--- config.mk ---
export PLATFORM = sky130hd
export DESIGN_NAME = page_walker
export DESIGN_NICKNAME = d
export VERILOG_FILES = /design/src/rtl/ptw_pkg.sv /design/src/rtl/ptw_addr_gen.sv /design/src/rtl/ptw_result.sv /design/src/rtl/page_walker.sv
export SDC_FILE = /design/constraint.sdc
export NUM_CORES = 1
export LEC_CHECK = 0
export BUFFER_PORTS_ARGS = -buffer_cell sky130_fd_sc_hd__buf_4
export CAP_MARGIN = 10
export CORE_MARGIN = 2
export CORE_UTILIZATION = 45
export DETAILED_ROUTE_END_ITERATION = 16
export PLACE_DENSITY = 0.79
export SYNTH_ARGS = -nofsm -noshare
export SYNTH_HDL_FRONTEND = slang
export SYNTH_SLANG_ARGS = --single-unit
--- constraint.sdc ---
create_clock -name clk -period 4.67 [get_ports clk]
set_input_delay 0 -clock clk [delete_from_list [all_inputs] [get_ports clk]]
set_output_delay 0 -clock clk [all_outputs]
set_load 0.03 [all_outputs]
--- src/rtl/ptw_pkg.sv ---
`timescale 1ns/1ps
package ptw_pkg;
  localparam int ENT_P   = 0;
  localparam int ENT_W   = 1;
  localparam int ENT_U   = 2;
  localparam int ENT_A   = 5;
  localparam int ENT_D   = 6;
  localparam int ENT_PS  = 7;
  localparam int ENT_RSV = 21;
  localparam int HI_LSB  = 13;

  typedef enum logic [2:0] {
    W_IDLE, W_DIR_RD, W_DIR_WB, W_TAB_RD, W_TAB_WB, W_DONE
  } walk_st_t;

  // directory slot: 4 KB aligned base plus index from va[31:22]
  function automatic logic [31:0] dir_slot(input logic [31:0] base,
                                           input logic [31:0] va,
                                           input logic [31:0] mask);
    return ({base[31:12], 12'h000} + {20'h0, va[31:22], 2'b00}) & mask;
  endfunction

  // table slot: frame of directory entry plus index from va[21:12]
  function automatic logic [31:0] tab_slot(input logic [31:0] dent,
                                           input logic [31:0] va,
                                           input logic [31:0] mask);
    return ({dent[31:12], 12'h000} + {20'h0, va[21:12], 2'b00}) & mask;
  endfunction

  function automatic logic needs_touch(input logic [31:0] e, input logic wr);
    return !e[ENT_A] || (wr && !e[ENT_D]);
  endfunction

  function automatic logic [31:0] touch(input logic [31:0] e, input logic wr);
    logic [31:0] r;
    r = e;
    r[ENT_A] = 1'b1;
    if (wr) r[ENT_D] = 1'b1;
    return r;
  endfunction
endpackage

--- src/rtl/ptw_addr_gen.sv ---
`timescale 1ns/1ps
module ptw_addr_gen
  import ptw_pkg::*;
(
  input  logic [31:0] base,
  input  logic [31:0] req_va,
  input  logic [31:0] req_mask,
  input  logic [31:0] dir_ent,
  input  logic [31:0] walk_va,
  input  logic [31:0] walk_mask,
  output logic [31:0] dir_addr,
  output logic [31:0] tab_addr
);
  assign dir_addr = dir_slot(base, req_va, req_mask);
  assign tab_addr = tab_slot(dir_ent, walk_va, walk_mask);
endmodule

--- src/rtl/ptw_result.sv ---
`timescale 1ns/1ps
module ptw_result
  import ptw_pkg::*;
#(
  parameter int HI_BITS = 8,
  localparam int PA_W = 32 + HI_BITS
) (
  input  logic            off,
  input  logic            big,
  input  logic            fault,
  input  logic [31:0]     va,
  input  logic [31:0]     mask,
  input  logic [1:0]      dir_uw,   // {user, write} of directory entry
  input  logic [31:0]     leaf,
  output logic [PA_W-1:0] paddr,
  output logic            user_ok,
  output logic            write_ok
);
  logic [31:0] frame_keep;
  logic [31:0] src;

  always_comb begin
    frame_keep = big ? 32'hFFC0_0000 : 32'hFFFF_F000;
    src        = off ? va : leaf;
    paddr      = '0;
    user_ok    = 1'b0;
    write_ok   = 1'b0;
    if (!fault) begin
      paddr[31:0] = (src & mask & frame_keep) | (va & ~frame_keep);
      if (off) begin
        user_ok  = 1'b1;
        write_ok = 1'b1;
      end else begin
        if (big) paddr[PA_W-1:32] = leaf[HI_LSB +: HI_BITS];
        user_ok  = dir_uw[1] & leaf[ENT_U];
        write_ok = dir_uw[0] & leaf[ENT_W] & leaf[ENT_D];
      end
    end
  end
endmodule

--- src/rtl/page_walker.sv ---
`timescale 1ns/1ps
module page_walker
  import ptw_pkg::*;
#(
  parameter int HI_BITS = 8,
  localparam int PA_W = 32 + HI_BITS
) (
  input  logic            clk,
  input  logic            rst_n,
  input  logic            req_valid,
  output logic            req_ready,
  input  logic [31:0]     req_vaddr,
  input  logic            req_write,
  input  logic            req_user,
  input  logic            cfg_paging_en,
  input  logic            cfg_large_en,
  input  logic [31:0]     cfg_a20_mask,
  input  logic [31:0]     cfg_base,
  output logic            mem_req,
  output logic            mem_we,
  output logic [31:0]     mem_addr,
  output logic [31:0]     mem_wdata,
  input  logic            mem_ack,
  input  logic [31:0]     mem_rdata,
  output logic            rsp_valid,
  output logic [PA_W-1:0] rsp_paddr,
  output logic            rsp_large,
  output logic            rsp_user_ok,
  output logic            rsp_write_ok,
  output logic            rsp_fault,
  output logic            rsp_rsvd,
  output logic            rsp_write,
  output logic            rsp_user
);
  walk_st_t    st;
  logic [31:0] va_q, mask_q, dir_q, leaf_q, slot_q, wb_q;
  logic        wr_q, usr_q, big_en_q, last_q, off_q, big_q, flt_q, rsv_q;

  // named internal events
  logic        accept, xfer;
  logic [31:0] dir_addr, tab_addr, tab_src;

  assign accept    = req_valid && req_ready;
  assign xfer      = mem_req && mem_ack;
  assign req_ready = (st == W_IDLE);
  assign mem_req   = (st == W_DIR_RD) || (st == W_DIR_WB) ||
                     (st == W_TAB_RD) || (st == W_TAB_WB);
  assign mem_we    = (st == W_DIR_WB) || (st == W_TAB_WB);
  assign mem_addr  = slot_q;
  assign mem_wdata = wb_q;
  assign tab_src   = (st == W_DIR_RD) ? mem_rdata : dir_q;

  ptw_addr_gen u_addr (
    .base     (cfg_base),
    .req_va   (req_vaddr),
    .req_mask (cfg_a20_mask),
    .dir_ent  (tab_src),
    .walk_va  (va_q),
    .walk_mask(mask_q),
    .dir_addr (dir_addr),
    .tab_addr (tab_addr)
  );

  always_ff @(posedge clk) begin
    if (!rst_n) begin
      st <= W_IDLE;
      va_q <= '0; mask_q <= '0; dir_q <= '0; leaf_q <= '0;
      slot_q <= '0; wb_q <= '0;
      wr_q <= 1'b0; usr_q <= 1'b0; big_en_q <= 1'b0; last_q <= 1'b0;
      off_q <= 1'b0; big_q <= 1'b0; flt_q <= 1'b0; rsv_q <= 1'b0;
    end else begin
      case (st)
        W_IDLE: if (accept) begin
          va_q     <= req_vaddr;
          wr_q     <= req_write;
          usr_q    <= req_user;
          big_en_q <= cfg_large_en;
          mask_q   <= cfg_a20_mask;
          off_q    <= !cfg_paging_en;
          big_q    <= 1'b0;
          flt_q    <= 1'b0;
          rsv_q    <= 1'b0;
          slot_q   <= dir_addr;
          st       <= cfg_paging_en ? W_DIR_RD : W_DONE;
        end
        W_DIR_RD: if (xfer) begin
          dir_q <= mem_rdata;
          if (!mem_rdata[ENT_P]) begin
            flt_q <= 1'b1;
            st    <= W_DONE;
          end else if (mem_rdata[ENT_PS] && big_en_q) begin
            big_q <= 1'b1;
            if (mem_rdata[ENT_RSV]) begin
              flt_q <= 1'b1;
              rsv_q <= 1'b1;
              st    <= W_DONE;
            end else if (needs_touch(mem_rdata, wr_q)) begin
              wb_q   <= touch(mem_rdata, wr_q);
              last_q <= 1'b1;
              st     <= W_DIR_WB;
            end else begin
              leaf_q <= mem_rdata;
              st     <= W_DONE;
            end
          end else if (!mem_rdata[ENT_A]) begin
            wb_q   <= touch(mem_rdata, 1'b0);
            last_q <= 1'b0;
            st     <= W_DIR_WB;
          end else begin
            slot_q <= tab_addr;
            st     <= W_TAB_RD;
          end
        end
        W_DIR_WB: if (xfer) begin
          if (last_q) begin
            leaf_q <= wb_q;
            st     <= W_DONE;
          end else begin
            slot_q <= tab_addr;
            st     <= W_TAB_RD;
          end
        end
        W_TAB_RD: if (xfer) begin
          if (!mem_rdata[ENT_P]) begin
            flt_q <= 1'b1;
            st    <= W_DONE;
          end else if (needs_touch(mem_rdata, wr_q)) begin
            wb_q   <= touch(mem_rdata, wr_q);
            last_q <= 1'b1;
            st     <= W_TAB_WB;
          end else begin
            leaf_q <= mem_rdata;
            st     <= W_DONE;
          end
        end
        W_TAB_WB: if (xfer) begin
          leaf_q <= wb_q;
          st     <= W_DONE;
        end
        default: st <= W_IDLE;
      endcase
    end
  end

  ptw_result #(.HI_BITS(HI_BITS)) u_res (
    .off     (off_q),
    .big     (big_q),
    .fault   (flt_q),
    .va      (va_q),
    .mask    (mask_q),
    .dir_uw  ({dir_q[ENT_U], dir_q[ENT_W]}),
    .leaf    (leaf_q),
    .paddr   (rsp_paddr),
    .user_ok (rsp_user_ok),
    .write_ok(rsp_write_ok)
  );

  assign rsp_valid = (st == W_DONE);
  assign rsp_large = big_q && !flt_q;
  assign rsp_fault = flt_q;
  assign rsp_rsvd  = rsv_q;
  assign rsp_write = wr_q;
  assign rsp_user  = usr_q;


  mem_hold_chk: assert property (@(posedge clk) disable iff (!rst_n)
    (mem_req && !mem_ack) |=> (mem_req && $stable(mem_addr) &&
                               $stable(mem_we) && $stable(mem_wdata)));

  busy_chk: assert property (@(posedge clk) disable iff (!rst_n)
    mem_req |-> !req_ready);

  nopage_chk: assert property (@(posedge clk) disable iff (!rst_n)
    (req_valid && req_ready && !cfg_paging_en) |=> (rsp_valid && !mem_req));

  wb_touch_chk: assert property (@(posedge clk) disable iff (!rst_n)
    (mem_req && mem_we) |-> (mem_wdata[ENT_A] && mem_wdata[ENT_P]));

  pulse_chk: assert property (@(posedge clk) disable iff (!rst_n)
    rsp_valid |=> !rsp_valid);

  rsvd_chk: assert property (@(posedge clk) disable iff (!rst_n)
    (rsp_valid && rsp_rsvd) |-> (rsp_fault && !rsp_large && !rsp_user_ok));
endmodule

==> metrics.txt, run 1 <==
# TYPE chip_impl_metric gauge
chip_impl_info{name="crit-reg2reg-capture",value="leaf_q[15]$_SDFFE_PN0P_"} 1
chip_impl_metric{name="cp_data_arrival_time",unit="ns"} 3.41
chip_impl_metric{name="wire_per_inst",unit="µm"} 18.4
chip_impl_metric{name="layout_worst_path_cycle_share",unit="%"} 67.1
chip_impl_metric{name="min_period",unit="ns"} 3.13
chip_impl_metric{name="grt_start_max_net_pins",unit=""} 84
chip_impl_metric{name="cts.path.max_buffers",unit=""} 2
chip_impl_metric{name="final_layout_size_suffix_gt1_share",unit="%"} 23.4
chip_impl_metric{name="post_drt_antenna_nets",unit=""} 0
chip_impl_metric{name="dr.pass1.iters",unit=""} 5
chip_impl_metric{name="finalWeightedCongestion",unit=""} 0.941
chip_impl_metric{name="setup_total_negative_slack",unit="ns"} 0
chip_impl_metric{name="tightestPinTransition",unit="ns"} 1.13
chip_impl_metric{name="fp-row-count",unit=""} 49
chip_impl_metric{name="required",unit="ns"} 4.94
chip_impl_info{name="holdCritStartpoint",value="mem_rdata[5]"} 1
chip_impl_info{name="yosys-top-cells-area",value="sky130_fd_sc_hd__dfxtp_1 44%, sky130_fd_sc_hd__nand2_1 13%, sky130_fd_sc_hd__a21oi_1 7.5%"} 1
chip_impl_metric{name="powerDensity",unit="mW/mm²"} 563
chip_impl_metric{name="number_of_i_o_port_buffers",unit=""} 234
chip_impl_metric{name="finClkSkew",unit="ns"} 0.0105
chip_impl_info{name="synth_top_flop_cell",value="sky130_fd_sc_hd__dfxtp_1"} 1
chip_impl_metric{name="total_number_of_h_tree_levels",unit=""} 4
chip_impl_metric{name="yosysWarnings",unit=""} 0
chip_impl_metric{name="grt_pass1_vias",unit=""} 8759
chip_impl_metric{name="die_area",unit="mm²"} 0.0193
chip_impl_metric{name="cts_made_buffers",unit=""} 17
chip_impl_info{name="cts_tree",value="yes"} 1
chip_impl_info{name="synthDominantAreaCellType",value="sky130_fd_sc_hd__dfxtp_1"} 1
chip_impl_metric{name="synth-seq-cells",unit=""} 179
chip_impl_metric{name="drc_markers",unit=""} 0
chip_impl_metric{name="worst_skew_pair.late_latency",unit="ns"} 0.44
chip_impl_metric{name="totalWireLength",unit="µm"} 29300
chip_impl_info{name="leading_cell_type_in_the_layout_fill_and_taps_excluded",value="sky130_fd_sc_hd__nand2_1"} 1
chip_impl_metric{name="postCtsHoldBufs",unit=""} 119
chip_impl_metric{name="synthesis.instances",unit=""} 1061
chip_impl_metric{name="die_height",unit="µm"} 139
chip_impl_metric{name="core_region_area",unit="mm²"} 0.0179
chip_impl_info{name="worst-setup-path-type",value="flop to flop"} 1
chip_impl_metric{name="flow.area_growth_from_synthesis",unit="%"} 42.6
chip_impl_metric{name="antenna_found_initial",unit=""} 0
chip_impl_metric{name="maxSlewHeadroom",unit="%"} 24.3
chip_impl_metric{name="final_core_utilization",unit="%"} 65.3
chip_impl_metric{name="drv_cap",unit=""} 0
chip_impl_info{name="status",value="completed"} 1
chip_impl_metric{name="max_freq",unit="MHz"} 319
chip_impl_metric{name="initial_core_util",unit="%"} 45.8
chip_impl_metric{name="nets",unit=""} 1491
chip_impl_metric{name="p_leak",unit="nW"} 4.64
chip_impl_metric{name="num_vias",unit=""} 9121
chip_impl_metric{name="yosysSeqAreaShare",unit="%"} 43.7
chip_impl_metric{name="slew_viol_final",unit=""} 0
chip_impl_info{name="timing.hold.worst.class",value="input port to flop"} 1
chip_impl_metric{name="grt.overflow.total",unit=""} 0
chip_impl_metric{name="cts_post_setup_buffers_inserted",unit=""} 0
chip_impl_metric{name="area_fraction_of_the_dominant_cell_type_after_synthesis",unit="%"} 43.7
chip_impl_info{name="most-common-layout-cells",value="290 x sky130_fd_sc_hd__nand2_1, 249 x sky130_fd_sc_hd__buf_4, 179 x sky130_fd_sc_hd__dfxtp_1"} 1
chip_impl_info{name="worst_r2r_startpoint",value="st[1]$_SDFFE_PN0P_"} 1
chip_impl_metric{name="post_cts_resize_count",unit=""} 0
chip_impl_metric{name="worst_hold_slack",unit="ns"} 0.0529
chip_impl_metric{name="drt_iter0_markers",unit=""} 931
chip_impl_metric{name="dieWidth",unit="µm"} 139
chip_impl_metric{name="antenna_cells",unit=""} 0
chip_impl_metric{name="rrSetupSlack",unit="ns"} 1.54
chip_impl_metric{name="cts.reportedPaths.clkPinSlew",unit="ns"} 0.06
chip_impl_metric{name="num_io_pins",unit=""} 251
chip_impl_metric{name="hold_violations",unit=""} 0
chip_impl_metric{name="biggest_fanout_along_the_worst_timing_path",unit=""} 24
chip_impl_metric{name="via_per_inst",unit=""} 5.72
chip_impl_metric{name="synth_async_sr_flop_share",unit="%"} 0
chip_impl_info{name="rsz0062_at_grt",value="no"} 1
chip_impl_info{name="crit_path_end_kind",value="flop"} 1
chip_impl_metric{name="count_of_flip_flops_with_a_built_in_enable_after_synthesis",unit=""} 0
chip_impl_metric{name="hold_depth",unit=""} 3
chip_impl_info{name="clk_root_buffer_cell",value="sky130_fd_sc_hd__clkbuf_16"} 1
chip_impl_metric{name="setup_violating_endpoint_count_in_the_final_report",unit=""} 0
chip_impl_metric{name="placedInstanceArea",unit="mm²"} 0.00996
chip_impl_info{name="min_delay_worst_endpoint",value="st[0]$_SDFFE_PN0P_"} 1
chip_impl_metric{name="netlist-cell-type-count",unit=""} 46
chip_impl_metric{name="clock_sink_count",unit=""} 179
chip_impl_metric{name="final_hpwl_from_detailed_placement",unit="µm"} 18100
chip_impl_metric{name="wire_length_of_the_first_global_routing_pass",unit="µm"} 46000
chip_impl_metric{name="ir_worst_vdd",unit="mV"} 0.448
chip_impl_metric{name="syn_area_per_cell",unit="µm²"} 7.72
chip_impl_info{name="worst_setup_sp_type",value="flop"} 1
chip_impl_metric{name="mappedNetlistArea",unit="mm²"} 0.00820
chip_impl_metric{name="global_route.usage.total",unit="%"} 29.5
chip_impl_metric{name="finished_layout_cell_area",unit="mm²"} 0.0117
chip_impl_metric{name="ff2ff_path_depth",unit=""} 6
-- worst max-delay path, stage by stage, from the launching register on --
cell,delay (ns)
sky130_fd_sc_hd__dfxtp_1,0.85
sky130_fd_sc_hd__nor2b_1,0.17
sky130_fd_sc_hd__o21ai_0,0.19
sky130_fd_sc_hd__a21o_1,0.67
sky130_fd_sc_hd__and2_1,0.58
sky130_fd_sc_hd__buf_4,0.35
sky130_fd_sc_hd__a311oi_2,0.13
-- area by class of cell --
| class | count | area [µm²] |
|---|---|---|
| fill | 1461 | 6210 |
| inverter | 7 | 28.8 |
| tap | 229 | 287 |
| multi-input combinational | 782 | 4190 |
| clock inverter | 12 | 108 |
| sequential | 179 | 3580 |
| clock buffer | 18 | 429 |
| timing repair buffer | 368 | 3060 |
-- worst max-delay path by stage --
stage,start,end,slack [ns]
finish,st[1]$_SDFFE_PN0P_,leaf_q[15]$_SDFFE_PN0P_,1.54
global route,st[1]$_SDFFE_PN0P_,mem_addr[10]$_SDFFE_PN0P_,1.27
CTS,st[1]$_SDFFE_PN0P_,mem_addr[10]$_SDFFE_PN0P_,1.58
detailed placement,st[1]$_SDFFE_PN0P_,leaf_q[31]$_SDFFE_PN0P_,1.61
global placement,st[1]$_SDFFE_PN0P_,leaf_q[18]$_SDFFE_PN0P_,1.61
floorplan,rsp_write$_SDFFE_PN0P_,leaf_q[13]$_SDFFE_PN0P_,2.88
-- layer usage --
| metal | global-route usage (%) | share of wire [%] | vias to the layer above |
|---|---|---|---|
| met2 | 47.2 | 48 | 449 |
| met4 | 13.9 | 3.7 | 0 |
| met1 | 38.7 | 41 | 4334 |
| met5 | 0 | 0 | - |
| li1 | - | - | 4255 |
| met3 | 5.21 | 7.1 | 83 |
-- sequential cells by signal, summed over array words and instances, names as in the netlist --
register   count
mem_wdata     31
leaf_q        23
mem_addr      30
rsp_user       1
big_q          1
mask_q        30
dir_q         22
big_en_q       1
off_q          1
st             3
va_q          32
rsp_write      1
rsp_rsvd       1
last_q         1
rsp_fault      1
-- power breakdown --
part	internal, mW	switching (mW)
registers	1.90	0.361
logic	1.01	1.94
clock network	0.731	0.632
total	3.64	2.93
-- per-stage QoR --
| stage | instances | worst slack [ns] | total power, mW |
|---|---|---|---|
| after CTS | 1595 | 1.58 | 6.53 |
| after detailed placement | 1446 | 1.61 | 5.09 |
| after floorplan | 1062 | 2.88 | 4.15 |
| after global routing | 1595 | 1.27 | 6.89 |
| final | 1595 | 1.54 | 6.58 |
| after global placement | 1446 | 1.61 | 5.03 |
-- logic make-up (layout without fill, tap and decap cells) --
logic type             after synthesis  count (layout)  share of synthesized area, %
AO/OA/AOI/OAI                      292             292                          23.5
XOR/XNOR                             3               3                         0.412
buffers and inverters              101             405                          5.51
multiplexers                        13              13                          1.60
flip-flops                         179             179                          43.7
other                                1               2                        0.0458
AND/OR/NAND/NOR                    472             472                          25.3
-- synth_stat cells, types with 2 or more instances --
master and number:
sky130_fd_sc_hd__dfxtp_1 179, sky130_fd_sc_hd__a211oi_1 3, sky130_fd_sc_hd__nor3b_1 10, sky130_fd_sc_hd__a21oi_1 122
sky130_fd_sc_hd__and4_1 2, sky130_fd_sc_hd__a22oi_1 12, sky130_fd_sc_hd__buf_2 10, sky130_fd_sc_hd__nand2_1 290
sky130_fd_sc_hd__nor3_1 5, sky130_fd_sc_hd__buf_6 5, sky130_fd_sc_hd__a211oi_2 3, sky130_fd_sc_hd__buf_4 6
sky130_fd_sc_hd__nor2b_1 16, sky130_fd_sc_hd__and2_1 12, sky130_fd_sc_hd__nor2_1 31, sky130_fd_sc_hd__nand4_1 2
sky130_fd_sc_hd__o21ai_1 16, sky130_fd_sc_hd__nand2b_1 3, sky130_fd_sc_hd__a311oi_2 28, sky130_fd_sc_hd__inv_1 6
sky130_fd_sc_hd__mux2i_1 12, sky130_fd_sc_hd__a311oi_1 4, sky130_fd_sc_hd__o21ai_0 63, sky130_fd_sc_hd__a22o_1 10
sky130_fd_sc_hd__a31oi_1 25, sky130_fd_sc_hd__clkbuf_1 67, sky130_fd_sc_hd__nand3_1 95, sky130_fd_sc_hd__buf_1 6
(Power assumes the default switching activity.)
==> inputs of run 2 (changes only) <==
Settings changed: ABC_AREA set to 1.
Clock period 4.67 ns to 2.98 ns, I/O delays scaled along.
==> metrics.txt, run 2 <==
# TYPE chip_impl_metric gauge
chip_impl_metric{name="syn_area_per_cell",unit="µm²"} 6.25
chip_impl_info{name="timing.hold.worst.class",value="input port to flop"} 1
chip_impl_metric{name="setup_violating_endpoint_count_in_the_final_report",unit=""} 0
chip_impl_metric{name="cp.buffers_inverters",unit=""} 4
chip_impl_info{name="synthDominantAreaCellType",value="sky130_fd_sc_hd__dfxtp_1"} 1
chip_impl_metric{name="dp_slack",unit="ns"} 0.370
chip_impl_metric{name="drv_cap",unit=""} 0
chip_impl_metric{name="final_layout_size_suffix_gt1_share",unit="%"} 17.8
chip_impl_metric{name="dp.cells",unit=""} 1843
chip_impl_metric{name="num_vias",unit=""} 10142
chip_impl_info{name="worst_setup_sp_type",value="flop"} 1
chip_impl_metric{name="hold_depth",unit=""} 3
chip_impl_metric{name="powerDensity",unit="mW/mm²"} 957
chip_impl_info{name="yosys-top-cells-area",value="sky130_fd_sc_hd__dfxtp_1 41%, sky130_fd_sc_hd__nand2_1 16%, sky130_fd_sc_hd__nor2_1 11%"} 1
chip_impl_metric{name="share_comb_of_total_power",unit="%"} 50.2
chip_impl_metric{name="dr.pass1.iters",unit=""} 5
chip_impl_metric{name="setup_total_negative_slack",unit="ns"} 0
chip_impl_metric{name="grt_start_max_net_pins",unit=""} 141
chip_impl_info{name="rsz0062_at_grt",value="no"} 1
chip_impl_metric{name="antenna_cells",unit=""} 0
chip_impl_metric{name="final_hpwl_from_detailed_placement",unit="µm"} 19800
chip_impl_metric{name="die_height",unit="µm"} 144
chip_impl_metric{name="tightestPinTransition",unit="ns"} 1.12
chip_impl_metric{name="initial_core_util",unit="%"} 45.6
chip_impl_info{name="most-common-layout-cells",value="364 x sky130_fd_sc_hd__nand2_1, 264 x sky130_fd_sc_hd__nor2_1, 253 x sky130_fd_sc_hd__buf_4"} 1
chip_impl_metric{name="synthesis.instances",unit=""} 1409
chip_impl_metric{name="timing.final.ws_setup",unit="ns"} 0.389
chip_impl_metric{name="core_region_area",unit="mm²"} 0.0193
chip_impl_metric{name="wire_per_inst",unit="µm"} 15.2
chip_impl_info{name="max_flop_register",value="va_q"} 1
chip_impl_info{name="cts_tree",value="yes"} 1
chip_impl_metric{name="hold_violations",unit=""} 0
chip_impl_metric{name="cts_made_buffers",unit=""} 17
chip_impl_metric{name="min_period",unit="ns"} 2.59
chip_impl_metric{name="netlist-cell-type-count",unit=""} 26
chip_impl_metric{name="finalWeightedCongestion",unit=""} 0.942
chip_impl_info{name="synthMostInstantiatedCell",value="sky130_fd_sc_hd__nand2_1"} 1
chip_impl_metric{name="fp-row-count",unit=""} 51
chip_impl_metric{name="finClkSkew",unit="ns"} 0.00978
chip_impl_metric{name="synth_async_sr_flop_share",unit="%"} 0
chip_impl_metric{name="cts.reportedPaths.clkPinSlew",unit="ns"} 0.07
chip_impl_metric{name="cp_data_arrival_time",unit="ns"} 2.92
chip_impl_metric{name="count_of_flip_flops_with_a_built_in_enable_after_synthesis",unit=""} 0
chip_impl_metric{name="cp.depth",unit=""} 10
chip_impl_info{name="crit_path_top_delay_cell",value="sky130_fd_sc_hd__dfxtp_1"} 1
chip_impl_metric{name="worst_path_largest_cell_delay",unit="ns"} 0.63
chip_impl_info{name="leading_cell_type_in_the_layout_fill_and_taps_excluded",value="sky130_fd_sc_hd__nand2_1"} 1
chip_impl_metric{name="yosysWarnings",unit=""} 0
chip_impl_metric{name="totalWireLength",unit="µm"} 30300
chip_impl_metric{name="num_io_pins",unit=""} 251
chip_impl_info{name="crit_path_frequent_cell",value="sky130_fd_sc_hd__nor2_1"} 1
chip_impl_metric{name="slew_viol_final",unit=""} 0
chip_impl_metric{name="finished_layout_cell_area",unit="mm²"} 0.0125
chip_impl_metric{name="die_area",unit="mm²"} 0.0207
chip_impl_metric{name="grt_pass1_vias",unit=""} 9468
chip_impl_metric{name="post-layout-total-power",unit="mW"} 11.9
chip_impl_metric{name="placedInstanceArea",unit="mm²"} 0.0107
chip_impl_metric{name="grt.overflow.total",unit=""} 0
chip_impl_metric{name="synth-seq-cells",unit=""} 179
chip_impl_info{name="clk_root_buffer_cell",value="sky130_fd_sc_hd__clkbuf_16"} 1
chip_impl_metric{name="clock_sink_count",unit=""} 179
chip_impl_info{name="crit_path_end_kind",value="flop"} 1
chip_impl_metric{name="via_per_inst",unit=""} 5.09
chip_impl_metric{name="power_spent_charging_and_discharging_nets",unit="mW"} 5.46
chip_impl_info{name="status",value="completed"} 1
chip_impl_metric{name="post_drt_antenna_nets",unit=""} 0
chip_impl_metric{name="power.switching_fraction",unit="%"} 45.7
chip_impl_metric{name="dieWidth",unit="µm"} 144
chip_impl_metric{name="final_core_utilization",unit="%"} 64.6
chip_impl_metric{name="wire_length_of_the_first_global_routing_pass",unit="µm"} 47000
chip_impl_metric{name="clockPowerShare",unit="%"} 20.1
chip_impl_info{name="worst-setup-path-type",value="flop to flop"} 1
chip_impl_metric{name="max_freq",unit="MHz"} 386
chip_impl_info{name="critical_path.cell_chain",value="inv_2 > nand3_1 > buf_4 > nor2_1 > nor2_1 > buf_4 > nand2_1 > buf_4 > nor2_1 > nor2_1"} 1
chip_impl_metric{name="ir_worst_vdd",unit="mV"} 0.543
chip_impl_metric{name="final_cells",unit=""} 1991
chip_impl_metric{name="nets",unit=""} 1849
chip_impl_metric{name="total_number_of_h_tree_levels",unit=""} 4
chip_impl_metric{name="p_leak",unit="nW"} 6.15
chip_impl_metric{name="layout_worst_path_cycle_share",unit="%"} 86.9
chip_impl_metric{name="biggest_fanout_along_the_worst_timing_path",unit=""} 32
chip_impl_metric{name="maxSlewHeadroom",unit="%"} 25.2
chip_impl_metric{name="cellInternalPower",unit="mW"} 6.49
chip_impl_metric{name="area_fraction_of_the_dominant_cell_type_after_synthesis",unit="%"} 40.7
chip_impl_metric{name="drt_iter0_markers",unit=""} 976
chip_impl_metric{name="largest_register_ffs",unit=""} 32
chip_impl_info{name="post_synth_most_frequent_cells",value="364 x sky130_fd_sc_hd__nand2_1, 265 x sky130_fd_sc_hd__nor2_1, 179 x sky130_fd_sc_hd__dfxtp_1, 152 x sky130_fd_sc_hd__inv_1, 135 x sky130_fd_sc_hd__nand3_1"} 1
chip_impl_metric{name="pwr-share-seq",unit="%"} 29.7
chip_impl_metric{name="worst_hold_slack",unit="ns"} 0.0113
chip_impl_metric{name="flow.area_growth_from_synthesis",unit="%"} 41.7
chip_impl_metric{name="number_of_i_o_port_buffers",unit=""} 234
chip_impl_metric{name="ff2ff_path_depth",unit=""} 10
chip_impl_metric{name="global_route.usage.total",unit="%"} 28.9
chip_impl_info{name="synth_top_flop_cell",value="sky130_fd_sc_hd__dfxtp_1"} 1
chip_impl_metric{name="yosysSeqAreaShare",unit="%"} 40.7
chip_impl_metric{name="antenna_found_initial",unit=""} 0
chip_impl_metric{name="required",unit="ns"} 3.31
chip_impl_metric{name="worst_skew_pair.late_latency",unit="ns"} 0.43
chip_impl_info{name="cp_top_family",value="buffers and inverters"} 1
chip_impl_metric{name="cts.path.max_buffers",unit=""} 2
chip_impl_metric{name="mappedNetlistArea",unit="mm²"} 0.00881
chip_impl_metric{name="drc_markers",unit=""} 0
==> run 2: cell types whose count changed after synthesis, moves of 15 or more <==
cell                       delta
sky130_fd_sc_hd__nand2_1     +74
sky130_fd_sc_hd__clkbuf_1    -24
sky130_fd_sc_hd__a311oi_2    -28
sky130_fd_sc_hd__inv_1      +146
sky130_fd_sc_hd__nor2b_1     -16
sky130_fd_sc_hd__nand3_1     +40
sky130_fd_sc_hd__a21oi_1     -39
sky130_fd_sc_hd__inv_2       +15
sky130_fd_sc_hd__o21ai_1     -15
sky130_fd_sc_hd__a31oi_1     -24
sky130_fd_sc_hd__buf_2       +26
sky130_fd_sc_hd__nor2_1     +234
==> run 2: cell type report <==
class,instances,area (µm²)
Fill cell,1675,6850
Timing Repair Buffer,370,3080
Sequential cell,179,3580
Inverter,169,634
Clock buffer,20,447
Tap cell,265,332
Clock inverter,12,179
Multi-Input combinational cell,976,4230
==> run 2: per-layer routing <==
layer,part of all wire (%),GRT usage (%),vias to the layer above
met4,4.1,12.5,0
li1,-,-,5002
met2,46,47.8,493
met1,42,37.0,4539
met5,0,0,-
met3,7.7,5.16,108
==> run 2: worst paths after layout <==
| kind | slack, ns | end | startpoint |
|---|---|---|---|
| setup / recovery | 0.39 | mem_addr[25]$_SDFFE_PN0P_ | st[1]$_SDFFE_PN0P_ |
| hold reg to reg | 0.45 | va_q[31]$_SDFFE_PN0P_ | va_q[31]$_SDFFE_PN0P_ |
| setup reg to reg | 0.39 | mem_addr[25]$_SDFFE_PN0P_ | st[1]$_SDFFE_PN0P_ |
| hold / removal | 0.01 | dir_q[21]$_SDFFE_PN0P_ | mem_rdata[21] |
==> run 2: power by group through the flow <==
| stage | Combinational, mW | Clock (mW) | Sequential [mW] |
|---|---|---|---|
| 4_1_cts | 5.87 | 2.42 | 3.53 |
| 2_1_floorplan | 3.55 | 0 | 3.94 |
| 6_report | 6.00 | 2.40 | 3.55 |
| 5_1_grt | 6.57 | 2.52 | 3.64 |
| 3_3_place_gp | 5.64 | 0 | 3.56 |
| 3_5_place_dp | 5.72 | 0 | 3.58 |
==> run 2: tightest hold or removal path, delay by kind of cell <==
family / cells / cell delay, ns
AO/OA/AOI/OAI: 1 / 0.10
buffers and inverters: 2 / 0.29
==> run 2: logic make-up after synthesis <==
family	Yosys count	share of synthesized area [%]
AOI/OAI and AO/OA	187	11.4
buffers and inverters	255	11.5
DFF	179	40.7
other	1	0.0426
and+or+nand+nor	787	36.4
==> run 2: timing repair <==
action,4_1_cts,5_1_grt
hold endpoints to repair,137,0
buffers inserted,0,0
setup endpoints to repair,0,1
gates resized for setup,0,1
hold buffers,116,0
==> inputs of run 3 (changes only) <==
Settings changed: BUFFER_PORTS_ARGS -buffer_cell sky130_fd_sc_hd__buf_4 to -buffer_cell sky130_fd_sc_hd__buf_2, REMOVE_ABC_BUFFERS set to 1.
==> metrics.txt, run 3 (same netlist as run 2, synthesis figures left out) <==
# TYPE chip_impl_metric gauge
chip_impl_info{name="timing.hold.worst.class",value="input port to flop"} 1
chip_impl_metric{name="share_comb_of_total_power",unit="%"} 51.5
chip_impl_metric{name="p_leak",unit="nW"} 6.10
chip_impl_metric{name="post-layout-total-power",unit="mW"} 11.9
chip_impl_metric{name="biggest_fanout_along_the_worst_timing_path",unit=""} 16
chip_impl_metric{name="flow.area_growth_from_synthesis",unit="%"} 36.7
chip_impl_metric{name="dr.pass1.iters",unit=""} 5
chip_impl_info{name="status",value="completed"} 1
chip_impl_info{name="rsz0062_at_grt",value="no"} 1
chip_impl_info{name="crit_path_top_delay_cell",value="sky130_fd_sc_hd__dfxtp_1"} 1
chip_impl_metric{name="cp_data_arrival_time",unit="ns"} 2.37
chip_impl_metric{name="global_route.usage.total",unit="%"} 30.7
chip_impl_metric{name="grt.overflow.total",unit=""} 0
chip_impl_metric{name="drc_markers",unit=""} 0
chip_impl_metric{name="grt_start_max_net_pins",unit=""} 58
chip_impl_metric{name="finalWeightedCongestion",unit=""} 0.864
chip_impl_metric{name="die_height",unit="µm"} 144
chip_impl_metric{name="cts_post_setup_buffers_inserted",unit=""} 0
chip_impl_metric{name="largest_register_ffs",unit=""} 32
chip_impl_metric{name="cellInternalPower",unit="mW"} 6.15
chip_impl_metric{name="worst_path_largest_cell_delay",unit="ns"} 0.38
chip_impl_info{name="max_flop_register",value="va_q"} 1
chip_impl_info{name="worst-setup-path-type",value="flop to primary output"} 1
chip_impl_metric{name="final_layout_size_suffix_gt1_share",unit="%"} 18.6
chip_impl_info{name="most-common-layout-cells",value="363 x sky130_fd_sc_hd__nand2_1, 262 x sky130_fd_sc_hd__nor2_1, 233 x sky130_fd_sc_hd__buf_2"} 1
chip_impl_metric{name="hold_violations",unit=""} 0
chip_impl_metric{name="placedInstanceArea",unit="mm²"} 0.0102
chip_impl_info{name="leading_cell_type_in_the_layout_fill_and_taps_excluded",value="sky130_fd_sc_hd__nand2_1"} 1
chip_impl_metric{name="wire_per_inst",unit="µm"} 16.0
chip_impl_metric{name="totalWireLength",unit="µm"} 32300
chip_impl_metric{name="tightestPinTransition",unit="ns"} 0.860
chip_impl_metric{name="grt_pass1_vias",unit=""} 9751
chip_impl_metric{name="min_period",unit="ns"} 2.37
chip_impl_metric{name="worst_skew_pair.late_latency",unit="ns"} 0.43
chip_impl_metric{name="finClkSkew",unit="ns"} 0.00888
chip_impl_metric{name="power.switching_fraction",unit="%"} 48.2
chip_impl_metric{name="initial_core_util",unit="%"} 45.6
chip_impl_metric{name="num_vias",unit=""} 10276
chip_impl_metric{name="core_region_area",unit="mm²"} 0.0193
chip_impl_metric{name="antenna_found_initial",unit=""} 0
chip_impl_metric{name="required",unit="ns"} 2.98
chip_impl_metric{name="ir_worst_vdd",unit="mV"} 0.668
chip_impl_metric{name="maxSlewHeadroom",unit="%"} 42.6
chip_impl_metric{name="via_per_inst",unit=""} 5.11
chip_impl_metric{name="pwr-share-seq",unit="%"} 29.9
chip_impl_metric{name="final_cells",unit=""} 2012
chip_impl_metric{name="clockPowerShare",unit="%"} 18.5
chip_impl_metric{name="total_number_of_h_tree_levels",unit=""} 4
chip_impl_metric{name="finished_layout_cell_area",unit="mm²"} 0.0120
chip_impl_metric{name="final_hpwl_from_detailed_placement",unit="µm"} 20300
chip_impl_info{name="cts_tree",value="yes"} 1
chip_impl_metric{name="dieWidth",unit="µm"} 144
chip_impl_metric{name="die_area",unit="mm²"} 0.0207
chip_impl_info{name="worst_setup_sp_type",value="flop"} 1
chip_impl_metric{name="worst_hold_slack",unit="ns"} 0.0102
chip_impl_info{name="critical_path.cell_chain",value="clkinv_1 > nor2_1 > inv_1 > o22ai_1 > buf_2"} 1
chip_impl_metric{name="nets",unit=""} 1869
chip_impl_metric{name="cts.path.max_buffers",unit=""} 2
chip_impl_metric{name="slew_viol_final",unit=""} 0
chip_impl_metric{name="clock_sink_count",unit=""} 179
chip_impl_metric{name="num_io_pins",unit=""} 251
chip_impl_info{name="crit_path_end_kind",value="primary output"} 1
chip_impl_metric{name="final_core_utilization",unit="%"} 62.3
chip_impl_metric{name="fp-row-count",unit=""} 51
chip_impl_metric{name="max_freq",unit="MHz"} 421
chip_impl_metric{name="number_of_i_o_port_buffers",unit=""} 234
chip_impl_metric{name="drt_iter0_markers",unit=""} 700
chip_impl_info{name="clk_root_buffer_cell",value="sky130_fd_sc_hd__clkbuf_16"} 1
chip_impl_metric{name="cts_made_buffers",unit=""} 17
chip_impl_metric{name="cts.reportedPaths.clkPinSlew",unit="ns"} 0.07
chip_impl_metric{name="post_drt_antenna_nets",unit=""} 0
chip_impl_metric{name="power_spent_charging_and_discharging_nets",unit="mW"} 5.72
chip_impl_metric{name="drv_cap",unit=""} 0
chip_impl_metric{name="layout_worst_path_cycle_share",unit="%"} 79.7
chip_impl_metric{name="setup_violating_endpoint_count_in_the_final_report",unit=""} 0
chip_impl_metric{name="powerDensity",unit="mW/mm²"} 986
chip_impl_metric{name="wire_length_of_the_first_global_routing_pass",unit="µm"} 49200
chip_impl_metric{name="dp.cells",unit=""} 1854
==> run 3: cell types whose count changed in the layout (fill, tap and decap cells not counted), moves of 2 or more <==
cell and change:
sky130_fd_sc_hd__buf_2 +233, sky130_fd_sc_hd__buf_4 -223, sky130_fd_sc_hd__dlygate4sd3_1 +9, sky130_fd_sc_hd__nor2_1 -2
sky130_fd_sc_hd__bufinv_16 -3, sky130_fd_sc_hd__nor2_2 +2
==> run 3: critical path: cells and delay by family, from the launching register on <==
family / cells / cell delay [ns]
buffers and inverters: 3 / 0.92
DFF: 1 / 0.38
and+or+nand+nor: 1 / 0.30
AOI/OAI and AO/OA: 1 / 0.34
==> run 3: path summary, 6_finish.rpt <==
path                          startpoint  cells past startpoint  slack, ns                      to
setup reg to reg      st[1]$_SDFFE_PN0P_                      7       0.67  mask_q[6]$_SDFFE_PN0P_
hold / removal             mem_rdata[21]                      3       0.01  dir_q[21]$_SDFFE_PN0P_
hold reg to reg   dir_q[30]$_SDFFE_PN0P_                      2       0.45  dir_q[30]$_SDFFE_PN0P_
setup / recovery      big_q$_SDFFE_PN0P_                      5       0.61           rsp_paddr[20]
==> run 3: power by group through the flow <==
stage	clock (mW)	sequential (mW)	combinational, mW
after CTS	2.22	3.54	5.98
after detailed placement	0	3.59	5.79
final	2.20	3.55	6.12
after floorplan	0	4.02	3.18
after global routing	2.31	3.63	6.70
after global placement	0	3.56	5.71
==> run 3: cell type report <==
class / count / area [µm²]
well taps: 265 / 332
repair buffers: 390 / 2680
flip-flops and latches: 179 / 3580
clock inverters: 11 / 101
clock buffers: 21 / 460
diodes: 1 / 2.50
fillers: 1747 / 7290
inverters: 169 / 634
multi-input cells: 976 / 4240
==> run 3: metal layers <==
metal | GRT usage, % | wire, µm | vias to the layer above
li1 | - | - | 5039
met5 | 0 | 0 | -
met4 | 14.2 | 1190 | 0
met1 | 36.9 | 13200 | 4676
met2 | 53.4 | 15700 | 460
met3 | 5.23 | 2230 | 101
==> run 3: through the flow <==
| stage | setup TNS (ns) | worst slack (ns) |
|---|---|---|
| floorplan | -3.38 | -0.267 |
| global route | 0 | 0.504 |
| finish | 0 | 0.606 |
| detailed placement | 0 | 0.769 |
| CTS | 0 | 0.666 |
| global placement | 0 | 0.785 |
==> run 3: what timing repair did <==
item / in CTS / in global routing
hold endpoints to repair: 137 / 0
hold buffers: 125 / 0
setup endpoints to repair: 0 / 0
resized for setup: 0 / 0
